--- src/rtl/pg_pkg.sv ---
package pg_pkg;

   typedef enum logic [3:0] {
      OP_READ    = 4'd0,
      OP_WRITE   = 4'd1,
      OP_ERASE   = 4'd2,
      OP_EWEN    = 4'd3,
      OP_EWDS    = 4'd4,
      OP_ERAL    = 4'd5,
      OP_WRAL    = 4'd6,
      OP_PRREAD  = 4'd7,
      OP_PREN    = 4'd8,
      OP_PRWRITE = 4'd9,
      OP_PRCLEAR = 4'd10,
      OP_PRDS    = 4'd11
   } pg_op_e;

   localparam int OP_W = 4;

   // true for the protect command group
   function automatic logic is_prot_op(input logic [OP_W-1:0] op);
      return (op >= 4'd7) && (op <= 4'd11);
   endfunction

   // true for the normal command group
   function automatic logic is_norm_op(input logic [OP_W-1:0] op);
      return op <= 4'd6;
   endfunction

endpackage

--- src/rtl/pg_wr_latch.sv ---
module pg_wr_latch (
   input  logic clk,
   input  logic rst_n,
   input  logic set_en,
   input  logic clr_en,
   input  logic open_sess,
   output logic en_q,
   output logic sess_q
);

   always_ff @(posedge clk) begin
      if (!rst_n) begin
         en_q   <= 1'b0;
         sess_q <= 1'b0;
      end else begin
         if (clr_en) begin
            en_q   <= 1'b0;
            sess_q <= 1'b0;
         end else begin
            if (set_en)    en_q   <= 1'b1;
            if (open_sess) sess_q <= 1'b1;
         end
      end
   end


   sess_needs_en_chk: assert property (@(posedge clk) disable iff (!rst_n)
      sess_q |-> en_q);


   en_rise_cause_chk: assert property (@(posedge clk) disable iff (!rst_n)
      $rose(en_q) |-> $past(set_en));


   en_drop_chk: assert property (@(posedge clk) disable iff (!rst_n)
      clr_en |=> !en_q && !sess_q);

endmodule

--- src/rtl/pg_bound_reg.sv ---
module pg_bound_reg #(
   parameter int ADDR_W = 8
) (
   input  logic              clk,
   input  logic              rst_n,
   input  logic              load,
   input  logic              clear,
   input  logic              freeze,
   input  logic [ADDR_W-1:0] load_val,
   output logic [ADDR_W-1:0] addr_q,
   output logic              active_q,
   output logic              frozen_q
);

   localparam logic [ADDR_W-1:0] NO_BOUND = {ADDR_W{1'b1}};

   logic upd_ok;
   assign upd_ok = !frozen_q;

   always_ff @(posedge clk) begin
      if (!rst_n) begin
         addr_q   <= NO_BOUND;
         active_q <= 1'b0;
         frozen_q <= 1'b0;
      end else if (upd_ok) begin
         if (load) begin
            addr_q   <= load_val;
            active_q <= 1'b1;
         end else if (clear) begin
            addr_q   <= NO_BOUND;
            active_q <= 1'b0;
         end
         if (freeze) frozen_q <= 1'b1;
      end
   end


   frozen_sticky_chk: assert property (@(posedge clk) disable iff (!rst_n)
      frozen_q |=> frozen_q);


   frozen_hold_chk: assert property (@(posedge clk) disable iff (!rst_n)
      frozen_q |=> $stable(addr_q) && $stable(active_q));


   idle_is_open_chk: assert property (@(posedge clk) disable iff (!rst_n)
      !active_q |-> addr_q == NO_BOUND);

endmodule

--- src/rtl/pg_bound_cmp.sv ---
module pg_bound_cmp #(
   parameter int ADDR_W   = 8,
   parameter int CMP_IMPL = 0
) (
   input  logic [ADDR_W-1:0] addr,
   input  logic [ADDR_W-1:0] bound,
   input  logic              active,
   output logic              hit
);

   logic at_or_above;

   generate
      if (CMP_IMPL == 0) begin : g_rel
         assign at_or_above = (addr >= bound);
      end else begin : g_sub
         logic [ADDR_W:0] diff;
         assign diff        = {1'b0, addr} - {1'b0, bound};
         assign at_or_above = !diff[ADDR_W];
      end
   endgenerate

   assign hit = active && at_or_above;

   initial begin
      cmp_impl_param_chk: assert (CMP_IMPL == 0 || CMP_IMPL == 1)
         else $error("pg_bound_cmp: CMP_IMPL must be 0 or 1");
   end

endmodule

--- src/rtl/prog_guard.sv ---
module prog_guard #(
   parameter int ADDR_W   = 8,
   parameter int CMP_IMPL = 0
) (
   input  logic              clk,
   input  logic              rst_n,
   input  logic              cmd_vld,
   input  logic [3:0]        cmd_op,
   input  logic [ADDR_W-1:0] cmd_addr,
   input  logic              pe_lvl,
   input  logic              pre_lvl,
   output logic              rsp_vld,
   output logic              rsp_grant,
   output logic              rsp_abort,
   output logic [ADDR_W-1:0] bnd_addr,
   output logic              bnd_active,
   output logic              bnd_frozen
);
   import pg_pkg::*;

   initial begin
      addr_w_param_chk: assert (ADDR_W >= 1 && ADDR_W <= 16)
         else $error("prog_guard: ADDR_W out of range");
   end

   logic   en_q, sess_q, hit;
   logic   ok;
   pg_op_e op;
   logic   set_en, clr_en, open_sess, ld_bnd, clr_bnd, frz_bnd;
   logic   norm_gate, prot_gate, prog_gate, bnd_upd_gate;

   assign op = pg_op_e'(cmd_op);

   pg_bound_cmp #(.ADDR_W(ADDR_W), .CMP_IMPL(CMP_IMPL)) u_cmp (
      .addr   (cmd_addr),
      .bound  (bnd_addr),
      .active (bnd_active),
      .hit    (hit)
   );

   assign norm_gate    = !pre_lvl;
   assign prot_gate    = pre_lvl;
   assign prog_gate    = en_q && pe_lvl;
   assign bnd_upd_gate = prot_gate && prog_gate && sess_q && !bnd_frozen;

   always_comb begin
      ok = 1'b0;
      case (op)
         OP_READ:    ok = norm_gate;
         OP_WRITE,
         OP_ERASE:   ok = norm_gate && prog_gate && !hit;
         OP_ERAL,
         OP_WRAL:    ok = norm_gate && prog_gate && !bnd_active;
         OP_EWEN:    ok = norm_gate && pe_lvl;
         OP_EWDS:    ok = norm_gate;
         OP_PRREAD:  ok = prot_gate;
         OP_PREN:    ok = prot_gate && prog_gate;
         OP_PRWRITE,
         OP_PRCLEAR,
         OP_PRDS:    ok = bnd_upd_gate;
         default:    ok = 1'b0;
      endcase
   end

   assign set_en    = cmd_vld && ok && (op == OP_EWEN);
   assign clr_en    = cmd_vld && ok && (op == OP_EWDS);
   assign open_sess = cmd_vld && ok && (op == OP_PREN);
   assign ld_bnd    = cmd_vld && ok && (op == OP_PRWRITE);
   assign clr_bnd   = cmd_vld && ok && (op == OP_PRCLEAR);
   assign frz_bnd   = cmd_vld && ok && (op == OP_PRDS);

   pg_wr_latch u_latch (
      .clk       (clk),
      .rst_n     (rst_n),
      .set_en    (set_en),
      .clr_en    (clr_en),
      .open_sess (open_sess),
      .en_q      (en_q),
      .sess_q    (sess_q)
   );

   pg_bound_reg #(.ADDR_W(ADDR_W)) u_bound (
      .clk      (clk),
      .rst_n    (rst_n),
      .load     (ld_bnd),
      .clear    (clr_bnd),
      .freeze   (frz_bnd),
      .load_val (cmd_addr),
      .addr_q   (bnd_addr),
      .active_q (bnd_active),
      .frozen_q (bnd_frozen)
   );

   logic rsp_vld_q, rsp_ok_q;

   always_ff @(posedge clk) begin
      if (!rst_n) begin
         rsp_vld_q <= 1'b0;
         rsp_ok_q  <= 1'b0;
      end else begin
         rsp_vld_q <= cmd_vld;
         rsp_ok_q  <= cmd_vld && ok;
      end
   end

   assign rsp_vld   = rsp_vld_q;
   assign rsp_grant = rsp_vld_q && rsp_ok_q;
   assign rsp_abort = rsp_vld_q && !rsp_ok_q;


   rsp_follows_cmd_chk: assert property (@(posedge clk) disable iff (!rst_n)
      cmd_vld |=> rsp_vld);


   no_spurious_rsp_chk: assert property (@(posedge clk) disable iff (!rst_n)
      !cmd_vld |=> !rsp_vld && !rsp_grant && !rsp_abort);


   word_prog_gate_chk: assert property (@(posedge clk) disable iff (!rst_n)
      (cmd_vld && (op == OP_WRITE || op == OP_ERASE))
      |=> rsp_grant |-> ($past(en_q) && $past(pe_lvl) && !$past(pre_lvl)));


   whole_array_gate_chk: assert property (@(posedge clk) disable iff (!rst_n)
      (cmd_vld && (op == OP_ERAL || op == OP_WRAL) && bnd_active) |=> rsp_abort);


   group_pin_chk: assert property (@(posedge clk) disable iff (!rst_n)
      (cmd_vld && is_prot_op(cmd_op) && !pre_lvl) |=> rsp_abort);


   bad_op_chk: assert property (@(posedge clk) disable iff (!rst_n)
      (cmd_vld && cmd_op >= 4'd12) |=> rsp_abort);

endmodule

--- config.mk ---
export PLATFORM = sky130hd
export DESIGN_NAME = prog_guard
export DESIGN_NICKNAME = d
export VERILOG_FILES = /design/src/rtl/pg_pkg.sv /design/src/rtl/pg_wr_latch.sv /design/src/rtl/pg_bound_reg.sv /design/src/rtl/pg_bound_cmp.sv /design/src/rtl/prog_guard.sv
export SDC_FILE = /design/constraint.sdc
export NUM_CORES = 1
export LEC_CHECK = 0
export ABC_AREA = 0
export BUFFER_PORTS_ARGS = -buffer_cell sky130_fd_sc_hd__buf_2
export CORE_ASPECT_RATIO = 1.75
export CORE_MARGIN = 2
export CORE_UTILIZATION = 30
export CTS_CLUSTER_DIAMETER = 120
export DETAILED_ROUTE_END_ITERATION = 7
export MAX_ROUTING_LAYER = met4
export SLEW_MARGIN = 15
export SYNTH_ARGS = -nofsm -noshare
export SYNTH_HDL_FRONTEND = slang
export SYNTH_SLANG_ARGS = --single-unit
--- constraint.sdc ---
create_clock -name clk -period 2 [get_ports clk]
set_input_delay 0.2 -clock clk [delete_from_list [all_inputs] [get_ports clk]]
set_output_delay 0.2 -clock clk [all_outputs]
set_load 0.03 [all_outputs]
==> impl_results.md <==
* Netlist cell types at 36
* Ys Warns at 0
* Overall die width at 44.29 um
* Worst clock skew at 0.003204 ns
* Cts bufs inserted at 3
* Clock root buffer: clkbuf_8
* Top layer in use: met4
* Avg WL per Cell at 13.45 um
* Worst slew pin tran at 0.5615 ns
* Worst Hold Path EP: u_bound.addr_q[0]
* Hold depth at 2
* Register share of total power at 43.0%
* GRT Resource Usage Total at 13.04%
* Crit end category: flop
* Global placement routability congestion at 0.8443
* Crit-path slowest cell: a2111oi_4
* EDFF count, synth at 0
* MaxCap Viol Count at 0
* Setup tns final at 0 ns
* Rel. slew slack at 62.44%
* Router iterations before antenna repair at 4
* Met1 WL at 756 um
* R2R cell count at 6
* CP peak stage delay at 0.39 ns
* Clk_lat worst skew at 0.25 ns
* Worst r2r src: u_bound.addr_q[0]
* Fillers at 268
* Starting Density at 31.67%
* Capturing point of the worst reg2reg path: u_latch.en_q
* Post-DP HPWL at 1543 um
* Vias at 795
* CTS tree: done
* Status: finished clean
* Met3 wire length at 151 um
* Mean Syn Cell Area at 10.02 um^2
* Area of the multi-input gates at 563.0 um^2
* Cts-stage hold buffer count at 0
* P&R area growth vs syn at 32.45%
* Switching part of the total at 25.18%
* Place WS at 0.03383 ns
* Post-DP Area at 1037 um^2
* Core area at 2690 um^2
* Setup Buffers After CTS at 0
* Worst Hold Class: input port to flop
* Critical setup path kind: flop to flop
* Routed WL at 1963 um
* Diodes inserted at 0
* Clock network fraction of total power at 42.3%
* Gate power share at 14.8%
* Commonest non-fill, non-tap cell in the layout: buf_2
* Final worst-path cycle share at 93.40%
* CTS Buffer Depth at 2
* Antenna violations before repair at 0
* Final worst slack at 0.1320 ns
* FF-to-FF setup slack at 0.13 ns
* Share of cells above drive strength 1 at 41.18%
* First-pass GRT wire length at 3139 um
* PostCTS Resize Cnt at 0
* Final Hold Vio Count at 0
* Met2 WL post-DR at 996 um
* Max FO, Critical Path at 3
* Asr flop ratio synth at 0%
* Power Internal at 0.4984 mW
* Mapped Nets at 110
* Global route overflow at 0
* Final core occ at 41.95%
* Cells after Synth at 85
* IR drop worst, VDD at 0.0004181 V
* Design area at 1129 um^2
* Sequential area share after synthesis at 32.89%
* # clock sinks at 14
* Final Net Count at 145
* Min-delay src: cmd_addr[0]
* Synth Cell Area at 852.1 um^2
* Chip Height at 74.50 um
* Critical path, cell by cell: ha_1, nand2b_1, a2111oi_4, o311ai_2, a211o_2, o211a_1
* Routed Antenna Nets at 0
* Commonest non-fill, non-tap cells in the layout: buf_2 (29), dfxtp_1 (12), inv_1 (9)
* Vias in the first global route at 757
* Max frequency at 535.3 MHz
* Final period demand of the worst path at 1.868 ns
* Die area at 3299 um^2
* Net switching power at 0.1678 mW
* # setup viols final at 0
* Required @ worst endpoint at 2.14 ns
* Lkg Pwr at 0.5571 nW
* Main synth FF type: dfxtp_1
* Largest net degree at the start of global routing at 10
* IO Port Bufs at 29
* Drc violations at 0
* H-tree depth at 1
* Hold Worst Slack at 0.1653 ns
* DR iter-0 viols at 25
* Rows at 25
* I/O pin count at 30
* Slew Viols, Final at 0
* Synthesis-stage register bit count at 14
* Via/cell ratio at 5.445
* Arrival time worst endpoint at 2.01 ns
* Worst-path clk slew at 0.06 ns
* FF/Latch Area at 282.8 um^2
* Pwr dens at 590.2 nW/um^2
* Crit start category: flop
-- layer usage --
layer	track usage (%)	vias up
met4	7.407	0
met2	22.22	41
met1	13.82	357
met5	-	-
li1	-	390
met3	2.184	7
-- worst max-delay path by stage --
stage | from | endpoint | cells past startpoint
floorplan | u_bound.addr_q[7] | u_latch.sess_q | 7
global placement | cmd_addr[0] | u_latch.sess_q | 8
detailed placement | cmd_addr[0] | u_latch.en_q | 8
CTS | u_bound.addr_q[0] | u_latch.en_q | 6
global route | u_bound.addr_q[7] | u_bound.frozen_q | 8
finish | u_bound.addr_q[0] | u_latch.en_q | 6
-- Yosys cell counts (2+ instances only) --
cell type	count	area share [%]
dfxtp_1	14	33
inv_1	9	4.0
ha_1	8	12
o22a_1	8	8.2
nand2_1	5	2.2
nand3_1	3	1.8
a211oi_1	2	1.8
a21oi_2	2	2.1
and2_1	2	1.5
nand2b_1	2	1.5
nand4b_1	2	2.1
nor2b_1	2	1.5
o211a_1	2	2.3
o21a_1	2	1.8
-- flip-flops by register name, summed over array words and instances, names as in the netlist --
name              flops
u_bound.addr_q        8
u_latch.en_q          1
rsp_ok_q              1
rsp_vld               1
u_bound.active_q      1
u_latch.sess_q        1
u_bound.frozen_q      1
-- critical path: cells and delay by family (launching register included) --
| kind | cells | cell delay, ns |
|---|---|---|
| compound gates | 4 | 0.99 |
| fa+ha+maj | 1 | 0.26 |
| flops | 1 | 0.32 |
| simple gates | 1 | 0.20 |
-- metrics by stage --
step / power, mW / instances
detailed placement: 0.3838 / 142
finish: 0.6661 / 146
global placement: 0.3833 / 142
floorplan: 0.3426 / 85
CTS: 0.6679 / 146
global route: 0.6922 / 146
-- cell families (layout without fill, tap and decap cells) --
family          count (synthesis)  count (layout)  share of synthesized area, %
compound gates                 27              27                         30.40
simple gates                   25              25                         18.65
flops                          14              14                         32.89
buf+inv                        10              44                         5.286
fa+ha+maj                       8               8                         11.75
xor+xnor                        1               1                         1.028
-- power groups by stage --
stage,logic [mW],clock network (mW),registers [mW]
floorplan,0.0448,0,0.298
global placement,0.0913,0,0.292
detailed placement,0.0917,0,0.292
CTS,0.0925,0.290,0.286
global route,0.108,0.298,0.286
finish,0.0985,0.281,0.286
-- layout make-up --
class                           count  area share (%)
Timing Repair Buffer               31           14.19
Inverter                            9           2.993
Multi-Input combinational cell     61           49.89
Tap cell                           27           2.993
Sequential cell                    14           25.06
Clock buffer                        4           4.878
(Power assumes the default switching activity.)
